==> src/rtl/ddr_rb_pkg.sv <==
package ddr_rb_pkg;

  localparam int unsigned LANE_N = 5;
  localparam int unsigned WORD_N = 2 * LANE_N;

  typedef enum logic [0:0] {
    PH_WAIT_LOW = 1'b0,
    PH_HAVE_LOW = 1'b1
  } phase_state_e;

  // Bit pair for one lane: the odd bit (low phase) sits above the even bit.
  function automatic logic [1:0] pair_bits(input logic lo_bit, input logic hi_bit);
    return {lo_bit, hi_bit};
  endfunction

  // Odd-bit position carried by a lane during the low phase.
  function automatic int unsigned odd_pos(input int unsigned lane);
    return 2 * lane + 1;
  endfunction

  // Even-bit position carried by a lane during the high phase.
  function automatic int unsigned even_pos(input int unsigned lane);
    return 2 * lane;
  endfunction

endpackage

==> src/rtl/rb_phase_tracker.sv <==
module rb_phase_tracker
  import ddr_rb_pkg::*;
(
  input  logic clk,
  input  logic rst_n,
  input  logic fclk_i,
  input  logic en_i,
  output logic low_cap_o,
  output logic complete_o
);

  phase_state_e state_q;
  phase_state_e state_d;

  // Named events for the other pieces and the assertions.
  logic low_seen_w;
  logic high_seen_w;

  assign low_seen_w  = en_i && !fclk_i;
  assign high_seen_w = en_i &&  fclk_i;

  assign low_cap_o  = low_seen_w;
  assign complete_o = high_seen_w && (state_q == PH_HAVE_LOW);

  always_comb begin
    state_d = state_q;
    if (!en_i) begin
      state_d = PH_WAIT_LOW;
    end else if (low_seen_w) begin
      state_d = PH_HAVE_LOW;
    end else if (complete_o) begin
      state_d = PH_WAIT_LOW;
    end
  end

  always_ff @(posedge clk) begin
    if (!rst_n) begin
      state_q <= PH_WAIT_LOW;
    end else begin
      state_q <= state_d;
    end
  end

  AST_COMPLETE_AFTER_LOW: assert property (@(posedge clk) disable iff (!rst_n)
    complete_o |-> $past(low_cap_o));

endmodule

==> src/rtl/rb_half_capture.sv <==
module rb_half_capture #(
  parameter int unsigned LANES = ddr_rb_pkg::LANE_N
) (
  input  logic             clk,
  input  logic             rst_n,
  input  logic             en_i,
  input  logic             low_cap_i,
  input  logic [LANES-1:0] lane_i,
  output logic [LANES-1:0] lo_half_o
);

  logic [LANES-1:0] lo_q;

  for (genvar k = 0; k < LANES; k++) begin : g_lane
    always_ff @(posedge clk) begin
      if (!rst_n) begin
        lo_q[k] <= 1'b0;
      end else if (!en_i) begin
        lo_q[k] <= 1'b0;
      end else if (low_cap_i) begin
        lo_q[k] <= lane_i[k];
      end
    end
  end

  assign lo_half_o = lo_q;

  AST_HALF_HELD: assert property (@(posedge clk) disable iff (!rst_n)
    (en_i && !low_cap_i) |=> $stable(lo_half_o));

endmodule

==> src/rtl/rb_word_assembler.sv <==
module rb_word_assembler
  import ddr_rb_pkg::*;
#(
  parameter int unsigned LANES  = ddr_rb_pkg::LANE_N,
  localparam int unsigned WORDW = 2 * LANES
) (
  input  logic             clk,
  input  logic             rst_n,
  input  logic             en_i,
  input  logic             complete_i,
  input  logic [LANES-1:0] lo_half_i,
  input  logic [LANES-1:0] lane_i,
  input  logic             ovr_i,
  output logic [WORDW-1:0] word_o,
  output logic             ovr_o,
  output logic             valid_o
);

  logic [WORDW-1:0] merged_w;
  logic [LANES-1:0] odd_view_w;
  logic [WORDW-1:0] word_q;
  logic             ovr_q;
  logic             valid_q;

  for (genvar k = 0; k < LANES; k++) begin : g_merge
    assign merged_w[odd_pos(k):even_pos(k)] = pair_bits(lo_half_i[k], lane_i[k]);
    assign odd_view_w[k] = word_q[odd_pos(k)];
  end

  always_ff @(posedge clk) begin
    if (!rst_n) begin
      word_q  <= '0;
      ovr_q   <= 1'b0;
      valid_q <= 1'b0;
    end else begin
      valid_q <= en_i && complete_i;
      if (en_i && complete_i) begin
        word_q <= merged_w;
        ovr_q  <= ovr_i;
      end
    end
  end

  assign word_o  = word_q;
  assign ovr_o   = ovr_q;
  assign valid_o = valid_q;

  AST_NO_BACK_TO_BACK: assert property (@(posedge clk) disable iff (!rst_n)
    valid_o |=> !valid_o);
  AST_OFF_NO_VALID: assert property (@(posedge clk) disable iff (!rst_n)
    !en_i |=> !valid_o);
  AST_WORD_HOLD: assert property (@(posedge clk) disable iff (!rst_n)
    !valid_o |-> ($stable(word_o) && $stable(ovr_o)));
  AST_ODD_FROM_LOW: assert property (@(posedge clk) disable iff (!rst_n)
    (en_i && complete_i) |=> (odd_view_w == $past(lo_half_i)));

endmodule

==> src/rtl/ddr_word_rebuild.sv <==
module ddr_word_rebuild #(
  parameter int unsigned LANES  = ddr_rb_pkg::LANE_N,
  localparam int unsigned WORDW = 2 * LANES
) (
  input  logic             clk,
  input  logic             rst_n,
  input  logic [LANES-1:0] lane_i,
  input  logic             fclk_i,
  input  logic             ovr_i,
  input  logic             src_en_i,
  output logic [WORDW-1:0] word_o,
  output logic             ovr_o,
  output logic             valid_o
);

  logic             low_cap_w;
  logic             complete_w;
  logic [LANES-1:0] lo_half_w;

  rb_phase_tracker u_phase (
    .clk        (clk),
    .rst_n      (rst_n),
    .fclk_i     (fclk_i),
    .en_i       (src_en_i),
    .low_cap_o  (low_cap_w),
    .complete_o (complete_w)
  );

  rb_half_capture #(.LANES(LANES)) u_half (
    .clk       (clk),
    .rst_n     (rst_n),
    .en_i      (src_en_i),
    .low_cap_i (low_cap_w),
    .lane_i    (lane_i),
    .lo_half_o (lo_half_w)
  );

  rb_word_assembler #(.LANES(LANES)) u_asm (
    .clk        (clk),
    .rst_n      (rst_n),
    .en_i       (src_en_i),
    .complete_i (complete_w),
    .lo_half_i  (lo_half_w),
    .lane_i     (lane_i),
    .ovr_i      (ovr_i),
    .word_o     (word_o),
    .ovr_o      (ovr_o),
    .valid_o    (valid_o)
  );

  AST_VALID_NEEDS_HIGH: assert property (@(posedge clk) disable iff (!rst_n)
    valid_o |-> ($past(fclk_i) && $past(src_en_i)));

endmodule

==> config.mk <==
export PLATFORM = sky130hd
export DESIGN_NAME = ddr_word_rebuild
export DESIGN_NICKNAME = d
export VERILOG_FILES = /design/src/rtl/ddr_rb_pkg.sv /design/src/rtl/rb_phase_tracker.sv /design/src/rtl/rb_half_capture.sv /design/src/rtl/rb_word_assembler.sv /design/src/rtl/ddr_word_rebuild.sv
export SDC_FILE = /design/constraint.sdc
export NUM_CORES = 1
export LEC_CHECK = 0
export ABC_AREA = 1
export BUFFER_PORTS_ARGS = -buffer_cell sky130_fd_sc_hd__buf_2
export CELL_PAD_IN_SITES_DETAIL_PLACEMENT = 1
export CELL_PAD_IN_SITES_GLOBAL_PLACEMENT = 1
export CORE_MARGIN = 2
export CORE_UTILIZATION = 35
export DETAILED_ROUTE_END_ITERATION = 8
export PLACE_DENSITY = 0.76
export SLEW_MARGIN = 10
export SYNTH_ARGS = -nofsm -noshare
export SYNTH_HDL_FRONTEND = slang
export SYNTH_SLANG_ARGS = --single-unit
==> constraint.sdc <==
create_clock -name clk -period 1.7 [get_ports clk]
set_clock_uncertainty 0.15 [all_clocks]
set_input_delay 0.17 -clock clk [delete_from_list [all_inputs] [get_ports clk]]
set_output_delay 0.17 -clock clk [all_outputs]
set_load 0.05 [all_outputs]
==> summary.txt, run 1 <==
Layout
  – Layout Area Growth over Synthesis: 30.32%
  – Share of layout cells above drive strength 1: 0.1970
  – N_diodes: 0
  – Nets: 143
  – Layout fillers: 274

Place
  – I/O Buffers: 21
  – Hpwl dp: 1.045 mm
  – RePlAce Congestion: 0.6754

Logic synthesis
  – Register area share after synthesis: 0.5106
  – Cells after Synth: 104
  – Synth top cells by count: 34 x nor2_1, 26 x nand2_1, 18 x dfxtp_1, 17 x inv_1, 5 x o21ai_0
  – Syn_area_per_cell: 6.785 um^2
  – Yosys warnings: 0
  – Number of synthesized flops with an enable pin: 0
  – Async S/R FF share, synth: 0
  – Yosys reg bits: 18
  – Synthesized area: 705.7 um^2
  – Top post-synthesis cells by area: dfxtp_1 51%, nor2_1 18%, nand2_1 14%
  – Net Count, Synth: 114
  – Dominant cell type by area after synthesis: dfxtp_1
  – Yosys top cell area share: 0.5106
  – Most numerous cell in the Yosys netlist: nor2_1
  – Yosys cell types: 8
  – Primary FF master, synth: dfxtp_1

Clock tree
  – Clock Latency Late Sink: 0.29 ns
  – Post-CTS Resized: 0
  – CTS tree: yes
  – CTS buffer count: 3
  – # hold bufs at CTS: 6
  – Clock Tree Buf Depth: 2
  – H-Tree Depth: 1
  – Post-CTS setup buffers: 0
  – Clock root buffer master: clkbuf_4
  – Clock transition at the registers of the reported paths: 0.10 ns
  – Sink Count: 18

Status
  – Outcome: finished clean

Floorplanning
  – Core area: 0.001922 mm^2
  – Die height: 48.90 um
  – Standard-cell row count: 16
  – I/O pins: 22
  – Die area: 0.002391 mm^2
  – Effective utilization at floorplan: 0.3672
  – Chip width: 48.90 um

Timing
  – Unrepaired setup endpoints after global routing: no
  – Final hold violation count: 0
  – Worst-Margin Slew: 0.4249 ns
  – Final setup violating endpoints: 0
  – Slew Limit Fails: 0
  – Fmax: 798.4 MHz
  – Relative slew slack: 0.7164
  – Setup TNS: 0 ns
  – Tcrit/Tclk final: 0.7368
  – Minimum clock period: 1.253 ns
  – Fin Hold WS: 0.03731 ns

Hold path
  – Class of the tightest hold or removal check: in2reg
  – Worst Hold Depth: 3
  – Worst Hold End: u_half.lo_half_o[1]
  – Hold Startpoint: fclk_i

Critical path
  – Required @ worst endpoint: 1.78 ns
  – RR Endpoint: u_asm.word_o[0]
  – Crit. End Element: flop
  – Reg2reg setup slack: 0.45 ns
  – R2R depth: 4
  – RR Startpoint: u_phase.state_q
  – Worst-path maximum fanout: 22
  – CP Class: reg2reg
  – Crit path DAT: 1.33 ns
  – Worst Setup Start Kind: flop

Routing
  – Via density: 4.296
  – Routed wire length: 1.521 mm
  – Post-route ant nets: 0
  – DR vias: 683
  – Routed wire per std cell: 9.566 um
  – Residual DRC: 0
  – Drt first pass iters: 2
  – Iteration-0 DRC count of the detailed router: 3

Power and ir drop
  – Leak: 0.0005353 uW
  – VDD IR max: 0.3752 mV
  – Power per cell area: 856.6 mW/mm^2

GRT
  – Initial antenna violation count: 0
  – First-pass GRT wire length: 2.677 mm
  – Total GRT Usage: 0.1429
  – GRT Residual Overflow: 0
  – Vias in the first global route: 618
  – Largest net degree at the start of global routing: 23

Flow run
  – Max_cap viols: 0
-- how the worst max path moves through the flow --
stage / startpoint / endpoint / slack, ns / cells after the start
after detailed placement: u_phase.state_q / u_asm.word_o[6] / 0.48 / 4
after global routing: u_phase.state_q / u_asm.word_o[5] / 0.32 / 4
final: u_phase.state_q / u_asm.word_o[0] / 0.45 / 4
after CTS: u_phase.state_q / u_asm.word_o[6] / 0.45 / 4
after global placement: u_phase.state_q / u_asm.word_o[9] / 0.51 / 3
after floorplan: u_asm.ovr_o / u_asm.ovr_o / 0.63 / 4
-- metal layers --
metal / GRT usage / up-vias / share of wire
li1: - / 353 / -
met1: 0.1641 / 316 / 0.46
met4: 0.07143 / 0 / 0.0079
met5: 0 / - / 0
met3: 0.03681 / 2 / 0.034
met2: 0.2443 / 12 / 0.50
-- final cells by class --
cell class / instances / area (um^2) / share of cell area
flip-flops and latches: 18 / 360.3 / 0.3918
inverters: 17 / 63.81 / 0.06939
multi-input cells: 66 / 260.3 / 0.2830
well taps: 27 / 33.78 / 0.03673
repair buffers: 27 / 165.2 / 0.1796
clock buffers: 4 / 36.28 / 0.03946
-- sequential cells by signal (all words and copies together), names as in the netlist --
signal            cells
u_phase.state_q       1
u_asm.word_o         10
u_asm.valid_o         1
u_asm.ovr_o           1
u_half.lo_half_o      5
-- cells by family (layout without fill, tap and decap cells) --
| kind of cell | after synthesis | after routing | synth area share |
|---|---|---|---|
| AO/OA/AOI/OAI | 5 | 5 | 0.03546 |
| AND/OR/NAND/NOR | 61 | 61 | 0.3333 |
| flip-flops | 18 | 18 | 0.5106 |
| buffers and inverters | 20 | 48 | 0.1206 |
-- worst max-delay path, stage by stage (launching register included) --
cell	delay, ns
dfxtp_1	0.36
nand3_2	0.34
nand2_1	0.18
nand2_1	0.07
nor2_1	0.09
-- per-stage QoR --
| step | total power (uW) | std cells | setup WS, ns | utilization | instance area (um^2) |
|---|---|---|---|---|---|
| after detailed placement | 525.6 | 149 | 0.4755 | 0.4284 | 823.3 |
| after CTS | 802.9 | 159 | 0.4487 | 0.4785 | 919.6 |
| after floorplan | 498.9 | 104 | 0.6307 | - | 705.7 |
| after global routing | 837.2 | 159 | 0.3172 | 0.4785 | 919.6 |
| final | 787.8 | 159 | 0.4474 | 0.4785 | 919.6 |
| after global placement | 523.2 | 149 | 0.5133 | 0.4284 | 823.3 |
-- layout by cell type (no fill, tap or decap) --
cell / count
inv_1: 17
buf_2: 21
nor2_1: 34
o21ai_0: 5
clkbuf_8: 1
nand2_1: 26
clkbuf_4: 3
dfxtp_1: 18
nand3_2: 1
dlygate4sd3_1: 6
-- report_power, final --
| group | switching [uW] | total [uW] | internal, uW |
|---|---|---|---|
| registers | 5.21 | 438 | 433 |
| logic | 56.1 | 87.1 | 31.1 |
| clock network | 132 | 262 | 130 |
| total | 193 | 788 | 595 |
(Power assumes the default switching activity.)
==> run 2: changes to the inputs <==
CORE_UTILIZATION = 29   (was 35)
PLACE_DENSITY = 0.67   (was 0.76)
clock period = 1.1 ns   (was 1.7 ns; I/O delays follow)
==> run 2 against run 1 <==
Against the previous run: utilization is 1.4 points lower; flip-flop and latch count did not move; critical path type is now reg2out; clock power increased by 24%.
==> summary.txt, run 2 (same netlist as run 1, synthesis figures left out) <==
Power and ir drop
  – Power per cell area: 1116 mW/mm^2 (was 856.6 mW/mm^2)
  – Internal power: 868.2 uW (was 594.6 uW)
  – Design Power: 1168 uW (was 787.8 uW)
  – Share of power burned in registers: 0.584 (was 0.557)
  – VDD IR max: 0.4725 mV (was 0.3752 mV)
  – Switching power total: 300.1 uW (was 193.2 uW)
  – Combinational cell fraction of total power: 0.138 (was 0.111)
  – Clock share of power: 0.278 (was 0.333)
  – Sw frac: 0.2568 (was 0.2453)
  – Leak: 0.0005674 uW (was 0.0005353 uW)

Layout
  – Layout fillers: 288 (was 274)
  – N_diodes: 0 (unchanged)
  – Max reg flops: 10 (unchanged)
  – Commonest non-fill, non-tap cells in the layout: 34 x nor2_1, 26 x nand2_1, 17 x inv_1 (was 34 x nor2_1, 26 x nand2_1, 21 x buf_2)
  – Layout Area Growth over Synthesis: 48.40% (was 30.32%)
  – Nets: 149 (was 143)
  – Most common cell after layout, fill and taps aside: nor2_1 (unchanged)
  – Share of layout cells above drive strength 1: 0.2774 (was 0.1970)
  – Layout Cells excl Fill: 165 (was 159)

GRT
  – Vias in the first global route: 749 (was 618)
  – First-pass GRT wire length: 2.939 mm (was 2.677 mm)
  – GRT Residual Overflow: 0 (unchanged)
  – Initial antenna violation count: 0 (unchanged)
  – Total GRT Usage: 0.1456 (was 0.1429)
  – Largest net degree at the start of global routing: 15 (was 23)

Critical path
  – Worst Path Buf+Inv: 1 (was 0)
  – Crit path DAT: 0.81 ns (was 1.33 ns)
  – Max stage delay on crit path: 0.33 ns (was 0.36 ns)
  – Required @ worst endpoint: 0.84 ns (was 1.78 ns)
  – Worst Setup Start Kind: flop (unchanged)
  – Crit path max-delay cell type: dfxtp_1 (unchanged)
  – CP Cell Sequence: buf_4 (was nand3_2, nand2_1, nand2_1, nor2_1)
  – CP top delay family: flip-flops (was simple AND/OR/NAND/NOR gates)
  – CP Class: reg2out (was reg2reg)
  – Worst-path maximum fanout: 1 (was 22)
  – Crit. End Element: output port (was flop)

Routing
  – Post-route ant nets: 0 (unchanged)
  – DR vias: 704 (was 683)
  – Iteration-0 DRC count of the detailed router: 2 (was 3)
  – Routed wire per std cell: 10.97 um (was 9.566 um)
  – Drt first pass iters: 2 (unchanged)
  – Residual DRC: 0 (unchanged)
  – Via density: 4.267 (was 4.296)
  – Routed wire length: 1.810 mm (was 1.521 mm)

Place
  – Dpl cells: 153 (was 149)
  – RePlAce Congestion: 0.6798 (was 0.6754)
  – I/O Buffers: 21 (unchanged)
  – DP Worst Slack: 0.06041 ns (was 0.4755 ns)
  – Hpwl dp: 1.254 mm (was 1.045 mm)

Floorplanning
  – Standard-cell row count: 17 (was 16)
  – Die area: 0.002844 mm^2 (was 0.002391 mm^2)
  – Die height: 53.33 um (was 48.90 um)
  – Effective utilization at floorplan: 0.3130 (was 0.3672)
  – I/O pins: 22 (unchanged)
  – Core area: 0.002255 mm^2 (was 0.001922 mm^2)
  – Chip width: 53.33 um (was 48.90 um)

Hold path
  – Class of the tightest hold or removal check: in2reg (unchanged)

Clock tree
  – CTS tree: yes (unchanged)
  – Clock root buffer master: clkbuf_4 (unchanged)
  – Sink Count: 18 (unchanged)
  – H-Tree Depth: 1 (unchanged)
  – CTS buffer count: 3 (unchanged)
  – Clock Latency Late Sink: 0.29 ns (about the same)
  – Clock transition at the registers of the reported paths: 0.10 ns (about the same)
  – Post-CTS setup buffers: 0 (unchanged)
  – Clock Tree Buf Depth: 2 (unchanged)

Timing
  – Tcrit/Tclk final: 0.9698
  – Fmax: 937.4 MHz
  – Minimum clock period: 1.067 ns
  – Worst-Margin Slew: 0.1991 ns (was 0.4249 ns)
  – Setup TNS: 0 ns (unchanged)
  – Final setup violating endpoints: 0 (unchanged)
  – Final worst slack: 0.03321 ns (was 0.4474 ns)
  – Slew Limit Fails: 0 (unchanged)
  – Final hold violation count: 0 (unchanged)
  – Relative slew slack: 0.8669 (was 0.7164)
  – Unrepaired setup endpoints after global routing: no (unchanged)

Flow run
  – Max_cap viols: 0 (unchanged)

Status
  – Outcome: finished clean (unchanged)
[run 2: cell types whose count changed in the layout (fill, tap and decap cells not counted), moves of 3 or more]
| cell | change |
|---|---|
| buf_6 | +12 |
| buf_4 | +3 |
| dfxtp_1 | -10 |
| dfxtp_2 | +10 |
| dlygate4sd3_1 | +3 |
| buf_2 | -12 |
[run 2: layout make-up]
class / count / area, um^2 / area share
inverter: 17 / 63.81 / 0.06093
timing repair buffer: 33 / 292.8 / 0.2796
tap: 28 / 35.03 / 0.03345
sequential: 18 / 372.9 / 0.3560
multi-input combinational: 66 / 260.3 / 0.2485
clock buffer: 3 / 22.52 / 0.02151
[run 2: repair_timing]
| item | CTS | global route |
|---|---|---|
| hold buffers | 8 | 2 |
| hold endpoints to repair | 13 | 4 |
| resized for setup | 15 | 19 |
| setup endpoints to repair | 12 | 18 |
[run 2: layer usage]
layer	GRT usage	routed length [um]	up-vias
li1	-	-	368
met1	0.1566	796	321
met2	0.2654	940	13
met3	0.02542	56	2
met4	0.07692	16	0
met5	0	0	-
[run 2: final timing paths]
kind,from,to,slack [ns],depth (start not counted)
max,u_asm.valid_o,valid_o,0.03,1
min,src_en_i,u_phase.state_q,0.05,3
max reg2reg,u_phase.state_q,u_asm.word_o[2],0.09,4
min reg2reg,u_half.lo_half_o[1],u_half.lo_half_o[1],0.34,2
[run 2: through the flow]
step,util,area (um^2),hold slack (ns)
floorplan,-,705.7,0.08045
global placement,0.3757,847.1,0.1873
detailed placement,0.3757,847.1,0.2078
CTS,0.4395,991.0,0.05331
global route,0.4645,1047,0.07238
finish,0.4645,1047,0.04919
[run 2: worst register-to-register path, delay by kind of cell, from the launching register on]
kind,cells,cell delay (ns)
buffers and inverters,1,0.17
DFF,1,0.35
and+or+nand+nor,3,0.25
[run 2: power by group through the flow]
stage | Combinational, uW | Sequential [uW] | Clock [uW]
after global routing | 181 | 684 | 360
after detailed placement | 126 | 694 | 0
after global placement | 123 | 693 | 0
final | 162 | 682 | 324
after floorplan | 46.8 | 724 | 0
after CTS | 156 | 680 | 341
==> run 3: changes to the inputs <==
--- a/config.mk
+++ b/config.mk
@@ -14,3 +14,4 @@
 export DETAILED_ROUTE_END_ITERATION = 8
-export PLACE_DENSITY = 0.67
+export PLACE_DENSITY = 0.72
+export SETUP_SLACK_MARGIN = 0.15
 export SLEW_MARGIN = 10
--- a/constraint.sdc
+++ b/constraint.sdc
@@ -4,2 +4,2 @@
 set_output_delay 0.11 -clock clk [all_outputs]
-set_load 0.05 [all_outputs]
+set_load 0.005 [all_outputs]
==> run 3 against run 2 <==
Against the previous run: the run now ends with negative hold slack left; critical path type unchanged; power down 4.2%; sequential share of layout area increased by 2.6 points; hold slack got worse by 0.10 ns; worst setup slack gained 0.076 ns; count of clock-buffer cells in the layout unchanged; sequential power hardly changed; critical endpoint is now word_o[8].
==> summary.txt, run 3 (same netlist as run 1, synthesis figures left out) <==
Routing
  – Routed wire length: 1.671 mm (was 1.810 mm)
  – Routed wire per std cell: 10.19 um (was 10.97 um)
  – Residual DRC: 0 (unchanged)
  – Post-route ant nets: 0 (unchanged)
  – Via density: 4.183 (was 4.267)
  – Iteration-0 DRC count of the detailed router: 2 (unchanged)
  – Drt first pass iters: 2 (unchanged)
  – DR vias: 686 (was 704)

Critical path
  – Required @ worst endpoint: 0.84 ns (about the same)
  – Worst path depth: 1 (unchanged)
  – Worst Path Buf+Inv: 1 (unchanged)
  – Worst-path maximum fanout: 2 (was 1)
  – Max stage delay on crit path: 0.33 ns (about the same)
  – Crit. End Element: output port (unchanged)
  – CP top delay family: flip-flops (unchanged)
  – CP Class: reg2out (unchanged)
  – Crit path max-delay cell type: dfxtp_2 (was dfxtp_1)
  – Worst Setup Start Kind: flop (unchanged)
  – R2R depth: 5 (was 4)
  – Crit path DAT: 0.73 ns (was 0.81 ns)
  – CP Cell Sequence: buf_2 (was buf_4)

Power and ir drop
  – Combinational cell fraction of total power: 0.105 (was 0.138)
  – Internal power: 855.8 uW (was 868.2 uW)
  – Sw frac: 0.2355 (was 0.2568)
  – VDD IR max: 0.6802 mV (was 0.4725 mV)
  – Power per cell area: 1140 mW/mm^2 (was 1116 mW/mm^2)
  – Share of power burned in registers: 0.607 (was 0.584)
  – Clock share of power: 0.288 (was 0.278)
  – Switching power total: 263.6 uW (was 300.1 uW)
  – Leak: 0.0005704 uW (was 0.0005674 uW)

Place
  – RePlAce Congestion: 0.6970 (was 0.6798)
  – Hpwl dp: 1.219 mm (was 1.254 mm)
  – I/O Buffers: 21 (unchanged)

GRT
  – GRT Residual Overflow: 0 (unchanged)
  – First-pass GRT wire length: 2.663 mm (was 2.939 mm)
  – Total GRT Usage: 0.1329 (was 0.1456)
  – Largest net degree at the start of global routing: 13 (was 15)
  – Vias in the first global route: 636 (was 749)
  – Initial antenna violation count: 0 (unchanged)

Layout
  – Layout fillers: 303 (was 288)
  – Max reg flops: 10 (unchanged)
  – Nets: 148 (was 149)
  – N_diodes: 0 (unchanged)
  – Finished Core Util: 0.4356 (was 0.4645)
  – Share of layout cells above drive strength 1: 0.3088 (was 0.2774)
  – Layout Area Growth over Synthesis: 39.18% (was 48.40%)
  – Most common cell after layout, fill and taps aside: nor2_1 (unchanged)
  – Register area: 375.4 um^2 (was 372.9 um^2)
  – Multi-input logic area: 264.0 um^2 (was 260.3 um^2)
  – Commonest non-fill, non-tap cells in the layout: 34 x nor2_1, 26 x nand2_1, 20 x buf_2 (was 34 x nor2_1, 26 x nand2_1, 17 x inv_1)

Timing
  – Final setup violating endpoints: 0 (unchanged)
  – Worst-Margin Slew: 0.1937 ns (was 0.1991 ns)
  – Final hold violation count: 5 (was 0)
  – Fin Hold WS: -0.05459 ns (was 0.04919 ns)
  – Relative slew slack: 0.8695 (was 0.8669)
  – Fmax: 1009 MHz (was 937.4 MHz)
  – Slew Limit Fails: 0 (unchanged)
  – Tcrit/Tclk final: 0.9009 (was 0.9698)
  – Minimum clock period: 0.9910 ns (was 1.067 ns)
  – Unrepaired setup endpoints after global routing: yes (was no)
  – Setup TNS: 0 ns (unchanged)

Floorplanning
  – Standard-cell row count: 17 (unchanged)
  – Chip width: 53.33 um (unchanged)
  – Die area: 0.002844 mm^2 (unchanged)
  – Effective utilization at floorplan: 0.3130 (unchanged)
  – I/O pins: 22 (unchanged)
  – Die height: 53.33 um (unchanged)
  – Core area: 0.002255 mm^2 (unchanged)

Flow run
  – Max_cap viols: 0 (unchanged)

Status
  – Outcome: finished with violations (was finished clean)
  – Failing checks: negative hold slack

Clock tree
  – CTS tree: yes (unchanged)
  – Clock transition at the registers of the reported paths: 0.10 ns (about the same)
  – H-Tree Depth: 1 (unchanged)
  – CTS buffer count: 3 (unchanged)
  – # hold bufs at CTS: 7 (was 8)
  – Sink Count: 18 (unchanged)
  – Clock Tree Buf Depth: 2 (unchanged)
  – Clock Latency Late Sink: 0.28 ns (was 0.29 ns)
  – Clock root buffer master: clkbuf_4 (unchanged)

Hold path
  – Worst Hold Depth: 3 (unchanged)
  – Class of the tightest hold or removal check: in2reg (unchanged)
run 3: area by class of cell:
cell class                      count  area share
Tap cell                           28     0.03567
Inverter                           17     0.06497
Sequential cell                    18      0.3822
Multi-Input combinational cell     66      0.2688
Clock buffer                        3     0.02293
Timing Repair Buffer               32      0.2255
run 3: what timing repair did:
action                                 4_1_cts  5_1_grt
buffers inserted                             1        0
pin swaps                                    0        1
endpoints found under the hold margin       12        5
setup endpoints to repair                   23       24
resized for setup                           13        5
run 3: stage by stage:
step | total power [uW] | instances | hold slack, ns | cell area (um^2) | setup slack (ns)
3_3_place_gp | 783.4 | 153 | 0.1823 | 847.1 | 0.1177
6_report | 1119 | 164 | -0.05459 | 982.2 | 0.1090
2_1_floorplan | 740.5 | 104 | 0.08039 | 711.9 | 0.1562
5_1_grt | 1170 | 164 | -0.04574 | 982.2 | 0.03928
3_5_place_dp | 787.1 | 153 | 0.2006 | 847.1 | 0.09579
4_1_cts | 1134 | 164 | -0.06002 | 968.4 | 0.09348
run 3: worst paths after layout:
| path | startpoint | endpoint | slack (ns) |
|---|---|---|---|
| setup reg to reg | u_phase.state_q | u_asm.word_o[6] | 0.12 |
| hold reg to reg | u_half.lo_half_o[2] | u_asm.word_o[5] | 0.34 |
| setup / recovery | u_asm.word_o[8] | word_o[8] | 0.11 |
| hold / removal | rst_n | u_asm.word_o[9] | -0.05 |
run 3: power by group through the flow:
stage          Sequential, uW  Clock (uW)  Combinational (uW)
3_3_place_gp              693           0                90.8
3_5_place_dp              693           0                94.0
5_1_grt                   682         353                 135
4_1_cts                   680         339                 116
6_report                  680         322                 118
2_1_floorplan             693           0                47.6
run 3: layer usage:
layer	up-vias	part of all wire	track usage
met3	2	0.038	0.02542
met4	0	0.0096	0.07692
li1	364	-	-
met5	-	0	0
met1	307	0.47	0.1558
met2	13	0.48	0.2222
